<file path="src/rtl/hcc_pkg.sv">
// Shared message and state encodings for the home coherence controller.
// Assumes the message type field is 3 bits wide on both ports.
package hcc_pkg;

    typedef enum logic [2:0] {
        IN_RD_ASK     = 3'd0,
        IN_WR_ASK     = 3'd1,
        IN_WB_DATA    = 3'd2,
        IN_INV_ACK    = 3'd3,
        IN_FLUSH_DATA = 3'd4
    } in_msg_e;

    typedef enum logic [2:0] {
        OUT_RD_GRANT  = 3'd0,
        OUT_WR_GRANT  = 3'd1,
        OUT_INV_ASK   = 3'd2,
        OUT_WB_ASK    = 3'd3,
        OUT_FLUSH_ASK = 3'd4
    } out_msg_e;

    // Stable: clean-shared and owned; transient: waiting on acks or owner data.
    typedef enum logic [1:0] {
        D_CLEAN    = 2'd0,
        D_OWNED    = 2'd1,
        D_INV_WAIT = 2'd2,
        D_WB_WAIT  = 2'd3
    } dir_state_e;

    typedef enum logic [1:0] {
        C_IDLE = 2'd0,
        C_INV  = 2'd1,
        C_WAIT = 2'd2
    } ctrl_state_e;

endpackage

</file>
<file path="src/rtl/hcc_first_set.sv">
// Lowest-set-bit finder used to order invalidation asks by site id.
// Assumes W >= 1; found is low when the vector is empty.
module hcc_first_set #(
    parameter int W = 4,
    localparam int IDX_W = (W > 1) ? $clog2(W) : 1
) (
    input  logic [W-1:0]     vec,
    output logic [IDX_W-1:0] idx,
    output logic             found
);

    // Scan from the top so the lowest set bit wins.
    always_comb begin
        idx   = '0;
        found = 1'b0;
        for (int i = W - 1; i >= 0; i--) begin
            if (vec[i]) begin
                idx   = IDX_W'(i);
                found = 1'b1;
            end
        end
    end

endmodule

</file>
<file path="src/rtl/hcc_dir_table.sv">
// Directory entries plus the backing data array, one row per block.
// Two combinational read ports (request decode and outstanding block),
// one entry write port and one data write port per cycle.
// Assumes N_BLOCKS is a power of two so every address is in range.
module hcc_dir_table
    import hcc_pkg::*;
#(
    parameter int N_SITES  = 4,
    parameter int N_BLOCKS = 8,
    parameter int DATA_W   = 16,
    localparam int SITE_W  = (N_SITES > 1) ? $clog2(N_SITES) : 1,
    localparam int ADDR_W  = (N_BLOCKS > 1) ? $clog2(N_BLOCKS) : 1
) (
    input  logic               clk,
    input  logic               rst_n,
    input  logic [ADDR_W-1:0]  ra_addr,
    output dir_state_e         ra_st,
    output logic [N_SITES-1:0] ra_share,
    output logic [SITE_W-1:0]  ra_owner,
    output logic [DATA_W-1:0]  ra_data,
    input  logic [ADDR_W-1:0]  rb_addr,
    output dir_state_e         rb_st,
    output logic [DATA_W-1:0]  rb_data,
    input  logic               we,
    input  logic [ADDR_W-1:0]  w_addr,
    input  dir_state_e         w_st,
    input  logic [N_SITES-1:0] w_share,
    input  logic [SITE_W-1:0]  w_owner,
    input  logic               dwe,
    input  logic [ADDR_W-1:0]  dw_addr,
    input  logic [DATA_W-1:0]  dw_data
);

    dir_state_e         st_q    [N_BLOCKS];
    logic [N_SITES-1:0] share_q [N_BLOCKS];
    logic [SITE_W-1:0]  owner_q [N_BLOCKS];
    logic [DATA_W-1:0]  data_q  [N_BLOCKS];

    // Entry and data update; reset leaves every block clean, holding its index.
    always_ff @(posedge clk) begin
        if (!rst_n) begin
            for (int i = 0; i < N_BLOCKS; i++) begin
                st_q[i]    <= D_CLEAN;
                share_q[i] <= '0;
                owner_q[i] <= '0;
                data_q[i]  <= DATA_W'(i);
            end
        end else begin
            if (we) begin
                st_q[w_addr]    <= w_st;
                share_q[w_addr] <= w_share;
                owner_q[w_addr] <= w_owner;
            end
            if (dwe) begin
                data_q[dw_addr] <= dw_data;
            end
        end
    end

    assign ra_st    = st_q[ra_addr];
    assign ra_share = share_q[ra_addr];
    assign ra_owner = owner_q[ra_addr];
    assign ra_data  = data_q[ra_addr];
    assign rb_st    = st_q[rb_addr];
    assign rb_data  = data_q[rb_addr];

endmodule

</file>
<file path="src/rtl/hcc_out_slot.sv">
// Single-entry output register for outgoing messages.
// A load is only issued when slot_free is high; the entry holds while stalled.
module hcc_out_slot
    import hcc_pkg::*;
#(
    parameter int SITE_W = 2,
    parameter int ADDR_W = 3,
    parameter int DATA_W = 16
) (
    input  logic              clk,
    input  logic              rst_n,
    input  logic              ld,
    input  out_msg_e          ld_type,
    input  logic [SITE_W-1:0] ld_dest,
    input  logic [ADDR_W-1:0] ld_addr,
    input  logic [DATA_W-1:0] ld_data,
    input  logic              out_ready,
    output logic              slot_free,
    output logic              out_valid,
    output logic [2:0]        out_type,
    output logic [SITE_W-1:0] out_dest,
    output logic [ADDR_W-1:0] out_addr,
    output logic [DATA_W-1:0] out_data
);

    // Capture a new message or retire the current one on handshake.
    always_ff @(posedge clk) begin
        if (!rst_n) begin
            out_valid <= 1'b0;
            out_type  <= '0;
            out_dest  <= '0;
            out_addr  <= '0;
            out_data  <= '0;
        end else if (ld) begin
            out_valid <= 1'b1;
            out_type  <= ld_type;
            out_dest  <= ld_dest;
            out_addr  <= ld_addr;
            out_data  <= ld_data;
        end else if (out_ready) begin
            out_valid <= 1'b0;
        end
    end

    assign slot_free = !out_valid || out_ready;

endmodule

</file>
<file path="src/rtl/home_dir_ctrl.sv">
// Home-node directory controller. Serialises read/write requests from
// N_SITES caching sites, tracks sharers or a modified owner per block,
// recalls and invalidates copies, and returns grants with block data.
// Assumes a reliable, per-pair in-order network; one transaction at a time.
module home_dir_ctrl
    import hcc_pkg::*;
#(
    parameter int N_SITES  = 4,
    parameter int N_BLOCKS = 8,
    parameter int DATA_W   = 16,
    localparam int SITE_W  = (N_SITES > 1) ? $clog2(N_SITES) : 1,
    localparam int ADDR_W  = (N_BLOCKS > 1) ? $clog2(N_BLOCKS) : 1
) (
    input  logic              clk,
    input  logic              rst_n,
    input  logic              in_valid,
    output logic              in_ready,
    input  logic [2:0]        in_type,
    input  logic [SITE_W-1:0] in_src,
    input  logic [ADDR_W-1:0] in_addr,
    input  logic [DATA_W-1:0] in_data,
    output logic              out_valid,
    input  logic              out_ready,
    output logic [2:0]        out_type,
    output logic [SITE_W-1:0] out_dest,
    output logic [ADDR_W-1:0] out_addr,
    output logic [DATA_W-1:0] out_data
);

    localparam int CNT_W = $clog2(N_SITES + 1);

    ctrl_state_e        cs, cs_n;
    logic [ADDR_W-1:0]  t_addr, t_addr_n;
    logic [SITE_W-1:0]  t_req, t_req_n;
    logic [SITE_W-1:0]  t_owner, t_owner_n;
    logic               t_excl, t_excl_n;
    logic [N_SITES-1:0] inv_left, inv_left_n;
    logic [N_SITES-1:0] ack_wait, ack_wait_n;
    logic [CNT_W-1:0]   ack_cnt, ack_cnt_n;

    dir_state_e         a_st, b_st;
    logic [N_SITES-1:0] a_share;
    logic [SITE_W-1:0]  a_owner;
    logic [DATA_W-1:0]  a_data, b_data;

    logic               we, dwe;
    dir_state_e         w_st;
    logic [N_SITES-1:0] w_share;
    logic [SITE_W-1:0]  w_owner;
    logic [ADDR_W-1:0]  w_addr;

    logic               ld, slot_free;
    out_msg_e           ld_type;
    logic [SITE_W-1:0]  ld_dest;
    logic [ADDR_W-1:0]  ld_addr;
    logic [DATA_W-1:0]  ld_data;

    logic [SITE_W-1:0]  pick_idx;
    logic               pick_found;

    logic [N_SITES-1:0] src_bit, others;
    logic [CNT_W-1:0]   others_cnt;
    logic               is_req, a_transient, acc, hit_blk;

    hcc_dir_table #(
        .N_SITES (N_SITES),
        .N_BLOCKS(N_BLOCKS),
        .DATA_W  (DATA_W)
    ) u_table (
        .clk     (clk),
        .rst_n   (rst_n),
        .ra_addr (in_addr),
        .ra_st   (a_st),
        .ra_share(a_share),
        .ra_owner(a_owner),
        .ra_data (a_data),
        .rb_addr (t_addr),
        .rb_st   (b_st),
        .rb_data (b_data),
        .we      (we),
        .w_addr  (w_addr),
        .w_st    (w_st),
        .w_share (w_share),
        .w_owner (w_owner),
        .dwe     (dwe),
        .dw_addr (t_addr),
        .dw_data (in_data)
    );

    hcc_first_set #(.W(N_SITES)) u_pick (
        .vec  (inv_left),
        .idx  (pick_idx),
        .found(pick_found)
    );

    hcc_out_slot #(
        .SITE_W(SITE_W),
        .ADDR_W(ADDR_W),
        .DATA_W(DATA_W)
    ) u_slot (
        .clk      (clk),
        .rst_n    (rst_n),
        .ld       (ld),
        .ld_type  (ld_type),
        .ld_dest  (ld_dest),
        .ld_addr  (ld_addr),
        .ld_data  (ld_data),
        .out_ready(out_ready),
        .slot_free(slot_free),
        .out_valid(out_valid),
        .out_type (out_type),
        .out_dest (out_dest),
        .out_addr (out_addr),
        .out_data (out_data)
    );

    // Request decode helpers and the sharers that a write must invalidate.
    always_comb begin
        src_bit     = N_SITES'(1) << in_src;
        others      = a_share & ~src_bit;
        is_req      = (in_type == IN_RD_ASK) || (in_type == IN_WR_ASK);
        a_transient = (a_st == D_INV_WAIT) || (a_st == D_WB_WAIT);
        hit_blk     = (in_addr == t_addr);
        others_cnt  = '0;
        for (int i = 0; i < N_SITES; i++) begin
            others_cnt = others_cnt + CNT_W'(others[i]);
        end
    end

    // Requests only when idle on a stable block; replies except while issuing invals.
    always_comb begin
        if (is_req) in_ready = slot_free && (cs == C_IDLE) && !a_transient;
        else        in_ready = slot_free && (cs != C_INV);
        acc = in_valid && in_ready;
    end

    // Protocol sequencing: directory update, next message and transaction state.
    always_comb begin
        cs_n       = cs;
        t_addr_n   = t_addr;
        t_req_n    = t_req;
        t_owner_n  = t_owner;
        t_excl_n   = t_excl;
        inv_left_n = inv_left;
        ack_wait_n = ack_wait;
        ack_cnt_n  = ack_cnt;
        we         = 1'b0;
        w_addr     = (cs == C_IDLE) ? in_addr : t_addr;
        w_st       = D_CLEAN;
        w_share    = '0;
        w_owner    = '0;
        dwe        = 1'b0;
        ld         = 1'b0;
        ld_type    = OUT_RD_GRANT;
        ld_dest    = '0;
        ld_addr    = (cs == C_IDLE) ? in_addr : t_addr;
        ld_data    = '0;
        case (cs)
            C_IDLE: begin
                if (acc && is_req) begin
                    t_addr_n  = in_addr;
                    t_req_n   = in_src;
                    t_owner_n = a_owner;
                    t_excl_n  = (in_type == IN_WR_ASK);
                    if (a_st == D_OWNED) begin
                        ld      = 1'b1;
                        ld_type = (in_type == IN_WR_ASK) ? OUT_FLUSH_ASK : OUT_WB_ASK;
                        ld_dest = a_owner;
                        we      = 1'b1;
                        w_st    = D_WB_WAIT;
                        w_owner = a_owner;
                        cs_n    = C_WAIT;
                    end else if (in_type == IN_RD_ASK) begin
                        ld      = 1'b1;
                        ld_type = OUT_RD_GRANT;
                        ld_dest = in_src;
                        ld_data = a_data;
                        we      = 1'b1;
                        w_st    = D_CLEAN;
                        w_share = a_share | src_bit;
                    end else if (others == '0) begin
                        ld      = 1'b1;
                        ld_type = OUT_WR_GRANT;
                        ld_dest = in_src;
                        ld_data = a_data;
                        we      = 1'b1;
                        w_st    = D_OWNED;
                        w_owner = in_src;
                    end else begin
                        we         = 1'b1;
                        w_st       = D_INV_WAIT;
                        w_share    = others;
                        inv_left_n = others;
                        ack_wait_n = others;
                        ack_cnt_n  = others_cnt;
                        cs_n       = C_INV;
                    end
                end
            end
            C_INV: begin
                if (slot_free && pick_found) begin
                    ld         = 1'b1;
                    ld_type    = OUT_INV_ASK;
                    ld_dest    = pick_idx;
                    inv_left_n = inv_left & ~(N_SITES'(1) << pick_idx);
                    if (inv_left_n == '0) cs_n = C_WAIT;
                end
            end
            C_WAIT: begin
                if (acc && hit_blk) begin
                    if (in_type == IN_INV_ACK && b_st == D_INV_WAIT && ack_wait[in_src]) begin
                        ack_wait_n = ack_wait & ~src_bit;
                        ack_cnt_n  = ack_cnt - CNT_W'(1);
                        if (ack_cnt == CNT_W'(1)) begin
                            ld      = 1'b1;
                            ld_type = OUT_WR_GRANT;
                            ld_dest = t_req;
                            ld_data = b_data;
                            we      = 1'b1;
                            w_st    = D_OWNED;
                            w_owner = t_req;
                            cs_n    = C_IDLE;
                        end
                    end else if (in_type == IN_WB_DATA && b_st == D_WB_WAIT
                                 && !t_excl && in_src == t_owner) begin
                        dwe     = 1'b1;
                        ld      = 1'b1;
                        ld_type = OUT_RD_GRANT;
                        ld_dest = t_req;
                        ld_data = in_data;
                        we      = 1'b1;
                        w_st    = D_CLEAN;
                        w_share = (N_SITES'(1) << t_owner) | (N_SITES'(1) << t_req);
                        cs_n    = C_IDLE;
                    end else if (in_type == IN_FLUSH_DATA && b_st == D_WB_WAIT
                                 && t_excl && in_src == t_owner) begin
                        dwe     = 1'b1;
                        ld      = 1'b1;
                        ld_type = OUT_WR_GRANT;
                        ld_dest = t_req;
                        ld_data = in_data;
                        we      = 1'b1;
                        w_st    = D_OWNED;
                        w_owner = t_req;
                        cs_n    = C_IDLE;
                    end
                end
            end
            default: cs_n = C_IDLE;
        endcase
    end

    // Transaction registers.
    always_ff @(posedge clk) begin
        if (!rst_n) begin
            cs       <= C_IDLE;
            t_addr   <= '0;
            t_req    <= '0;
            t_owner  <= '0;
            t_excl   <= 1'b0;
            inv_left <= '0;
            ack_wait <= '0;
            ack_cnt  <= '0;
        end else begin
            cs       <= cs_n;
            t_addr   <= t_addr_n;
            t_req    <= t_req_n;
            t_owner  <= t_owner_n;
            t_excl   <= t_excl_n;
            inv_left <= inv_left_n;
            ack_wait <= ack_wait_n;
            ack_cnt  <= ack_cnt_n;
        end
    end

endmodule

</file>
<file path="config.mk">
export PLATFORM = sky130hd
export DESIGN_NAME = home_dir_ctrl
export DESIGN_NICKNAME = d
export VERILOG_FILES = /design/src/rtl/hcc_pkg.sv /design/src/rtl/hcc_first_set.sv /design/src/rtl/hcc_dir_table.sv /design/src/rtl/hcc_out_slot.sv /design/src/rtl/home_dir_ctrl.sv
export SDC_FILE = /design/constraint.sdc
export NUM_CORES = 1
export LEC_CHECK = 0
export CORE_MARGIN = 4
export CORE_UTILIZATION = 35
export DETAILED_ROUTE_END_ITERATION = 10
export GPL_ROUTABILITY_DRIVEN = 1
export PLACE_DENSITY = 0.51
export RECOVER_POWER = 100
export REMOVE_ABC_BUFFERS = 1
export SLEW_MARGIN = 20
export SYNTH_ARGS = -nofsm -noshare
export SYNTH_HDL_FRONTEND = slang
export SYNTH_SLANG_ARGS = --single-unit
</file>
<file path="constraint.sdc">
create_clock -name clk -period 5.3 [get_ports clk]
set_input_delay 1.06 -clock clk [delete_from_list [all_inputs] [get_ports clk]]
set_output_delay 1.06 -clock clk [all_outputs]
set_load 0.02 [all_outputs]
</file>
==> summary by stage <==
Synthesis
Synthesis produced a netlist whose cell count is 1035. The average cell area after synthesis is 12.7 sq um. The fraction of registers with async set or reset after synthesis is 0%. By area the synthesized netlist is led by sky130_fd_sc_hd__edfxtp_1 (44%), sky130_fd_sc_hd__mux4_2 (14%), sky130_fd_sc_hd__dfxtp_1 (7.5%), sky130_fd_sc_hd__and2_1 (5.5%), sky130_fd_sc_hd__mux2i_1 (5.1%). The sequential fraction of the synthesis area is 51.3%. The cell area that synthesis handed to floorplanning was 0.0132 sq mm.

In this run, synthesis inferred 192 flip-flops with an integrated enable. The distinct cell type count after synthesis is 79. The share of the synthesized area in the top cell type is 43.8%. The cell type with the largest total area after synthesis is sky130_fd_sc_hd__edfxtp_1. The number of warnings printed during yosys synthesis is 0.

Synthesis inferred 241 register bits. The most instantiated flip-flop cell in the synthesis netlist is sky130_fd_sc_hd__edfxtp_1.

Drt
Before antenna repair, the detailed router went through 5 iterations. The number of nets with antenna violations after detailed routing is 0. In the final routed layout, each cell accounts on average for 24.3 um. For this run, design rule violations remaining after detail routing come to 0. The detailed router finished its first iteration with 915 violations. Using the TritonRoute via totals, the vias-per-cell ratio works out to 5.55. The total via count in the routed design is 9006. After detailed routing, the total wire length is 39400 um.

Final layout
Measured on the finished design, the core utilization comes to 40.8%. For this run, the number of standard cells in the final layout without fillers is 1622. The relative area change from synthesis to final layout is 14.4%. The layout filler cell count is 3476. Of the cells placed in the final design, the portion with a size suffix greater than 1 is 16.3%.

The final net count is 1129.

Min path
The worst hold path belongs to the class reg -> reg. The startpoint identified for the worst hold timing path is u_slot.out_type[0].

Placed design
The final RePlAce weighted congestion is 0.894. Buffers placed on the I/O ports in this run total 53. Counting tap cells, the placed design contains a total of 1569 instances.

The half-perimeter wire length after detailed placement is 25700 um.

Critical path
At the worst endpoint, the required time is 5.72 ns. The path type of the worst setup path is in -> reg. The critical-path maximum fanout is 16. The critical path arrival is 4.99 ns. The source of the critical timing path is in_src[0].

The critical path capture point type is a flip-flop. STA classifies the critical path startpoint as an input port.

Global routing
The initial antenna violation count came to 1. The via count of the first global-routing pass came to 9125. The global-route wire length before repair is 59700 um. For this run the aggregate overflow at the end of global routing stands at 0. Entering global routing, the biggest net connects 51 pins. The global-route usage over all layers is 19.1%.

Floorplan
The height of the die is 202 um. The initial cell density of the core is 35.7%. The count of pins on the block boundary is 54. The width of the chip is 202 um.

The overall die area is 0.0408 sq mm. In this run the standard cell core region covers 0.0369 sq mm. The number of core rows is 70.

Clock tree
The total of hold buffers inserted after clock tree synthesis is 0. After clock tree synthesis, the clock-pin slew on the worst setup and hold paths is 0.06 ns. The library cell used as clock root buffer is sky130_fd_sc_hd__clkbuf_16. The CTS tree is done.

The clock latency at the later pin of the worst-skew pair is 0.57 ns. Post-CTS repair changed the size of 0 cells. The number of buffers created by CTS is 28.

In this run the number of H-tree levels came out at 1. The number of setup buffers added after CTS is 0. The longest clock path from root to sink contains 3 buffers. The sink count of the clock tree is 241.

Timing
For the final routed database, the setup TNS stands at 0 ns. The number of setup violations in the final report is 0. Timing would allow up to 0.219 GHz. The total count of max-transition violations in the final report was 9.

The clock skew after layout is 0.0224 ns. The routed design could run at a clock period as short as 4.57 ns. The share of the clock period used by the worst path is 86.3%. Headroom to the max-slew limit came out at -13.9%.

The final-report hold violation count came to 0. At the pin with the least slew margin, the transition time is 1.69 ns. Setup repair after global routing left no endpoint under its margin.

Power
The static leakage power is 0.00504 uW. For this design the ratio of total power to cell area is 295 mW/mm^2. IR analysis of the VDD net gives a maximum drop of 0.232 mV.

Run status
The final reports fail on max-capacitance violations, max-slew violations. The run finished, with violations left.

Job
The number of violations of the max-capacitance limit is 1.
[final timing paths]
path	to	cells after the start	slack, ns
hold / removal	u_slot.out_type[0]	2	0.49
hold reg to reg	u_slot.out_type[0]	2	0.49
setup / recovery	u_table.data_q[0][0]	8	0.73
setup reg to reg	u_table.data_q[0][0]	7	1.09
[layout make-up]
class,count,area [sq um],share of cell area (%)
clock inverters,20,180,1.20
multi-input cells,706,5910,39.2
flip-flops and latches,241,6750,44.8
diodes,1,2.50,0.0166
inverters,20,75.1,0.498
repair buffers,98,798,5.30
well taps,504,631,4.19
clock buffers,32,716,4.75
[Yosys cell counts (all sizes together), types with 8 or more instances]
| library cell | n |
|---|---|
| nor2 | 100 |
| buf | 34 |
| o21ai | 23 |
| and4 | 17 |
| nor2b | 8 |
| clkbuf | 34 |
| a21oi | 30 |
| nand3 | 22 |
| mux2 | 9 |
| nor3 | 11 |
| dfxtp | 49 |
| o22ai | 19 |
| nand2b | 19 |
| nand2 | 48 |
| and2 | 116 |
| edfxtp | 192 |
| a311oi | 9 |
| inv | 20 |
| mux4 | 79 |
| mux2i | 68 |
| o21a | 18 |
| a31oi | 9 |
| a211oi | 17 |
[routing by layer]
layer	routed length, um	global-route usage [%]
met1	18000	27.8
met2	18200	30.3
met3	2360	2.76
met4	785	4.49
met5	0	0
[stage by stage]
step	power, uW	hold WS [ns]	setup slack (ns)	cell area (sq um)
2_1_floorplan	2390	0.449	0.109	12800
3_3_place_gp	2590	0.470	0.674	14400
3_5_place_dp	2590	0.481	0.624	14400
4_1_cts	4500	0.490	0.970	15300
5_1_grt	4600	0.512	0.437	15100
6_report	4450	0.489	0.727	15100
[registers in the layout, summed over array words and instances, names as in the netlist, 4 cells and up, named ones only]
signal           cells
u_table.data_q     128
u_table.share_q     32
u_slot.out_data     16
u_table.owner_q     16
u_table.st_q        16
ack_wait             4
inv_left             4
[power by group]
part	total, uW	leakage [uW]	internal (uW)	switching, uW
clock network	1900	0.000433	1110	791
logic	415	0.00227	164	251
registers	2130	0.00234	2090	38.0
total	4450	0.00504	3370	1080
[cell families (layout without fill, tap and decap cells)]
| family | after synthesis | count (layout) | share of synthesized area (%) |
|---|---|---|---|
| other | 0 | 1 | 0 |
| xor gates and xnor gates | 6 | 6 | 0.399 |
| muxes | 156 | 156 | 19.5 |
| and+or+nand+nor | 375 | 375 | 16.3 |
| buffers and inverters | 88 | 170 | 3.21 |
| adders and majority gates | 6 | 6 | 0.627 |
| DFF | 241 | 241 | 51.3 |
| AOI/OAI and AO/OA | 163 | 163 | 8.70 |
[layout by cell type, fill, tap and decap left out, types with 20 or more instances in the layout]
cell / netlist / final
sky130_fd_sc_hd__a21oi_1: 30 / 30
sky130_fd_sc_hd__and2_0: 0 / 65
sky130_fd_sc_hd__and2_1: 116 / 51
sky130_fd_sc_hd__buf_4: 4 / 27
sky130_fd_sc_hd__clkbuf_1: 32 / 20
sky130_fd_sc_hd__clkbuf_16: 0 / 28
sky130_fd_sc_hd__clkdlybuf4s50_1: 0 / 22
sky130_fd_sc_hd__dfxtp_1: 49 / 47
sky130_fd_sc_hd__dlygate4sd3_1: 0 / 27
sky130_fd_sc_hd__edfxtp_1: 192 / 192
sky130_fd_sc_hd__inv_1: 20 / 20
sky130_fd_sc_hd__mux2i_1: 67 / 67
sky130_fd_sc_hd__mux4_2: 79 / 79
sky130_fd_sc_hd__nand2_1: 48 / 48
sky130_fd_sc_hd__nand3_1: 13 / 21
sky130_fd_sc_hd__nor2_1: 97 / 98
[critical path, stage by stage]
cell and delay, ns:
sky130_fd_sc_hd__dlygate4sd3_1 0.85, sky130_fd_sc_hd__xor2_1 0.16, sky130_fd_sc_hd__nor3_1 0.31, sky130_fd_sc_hd__or4b_1 0.53
sky130_fd_sc_hd__or4_1 0.72, sky130_fd_sc_hd__nor3_4 0.22, sky130_fd_sc_hd__clkbuf_1 0.90, sky130_fd_sc_hd__and2_1 0.23
Power figures use the tool's default switching activity.
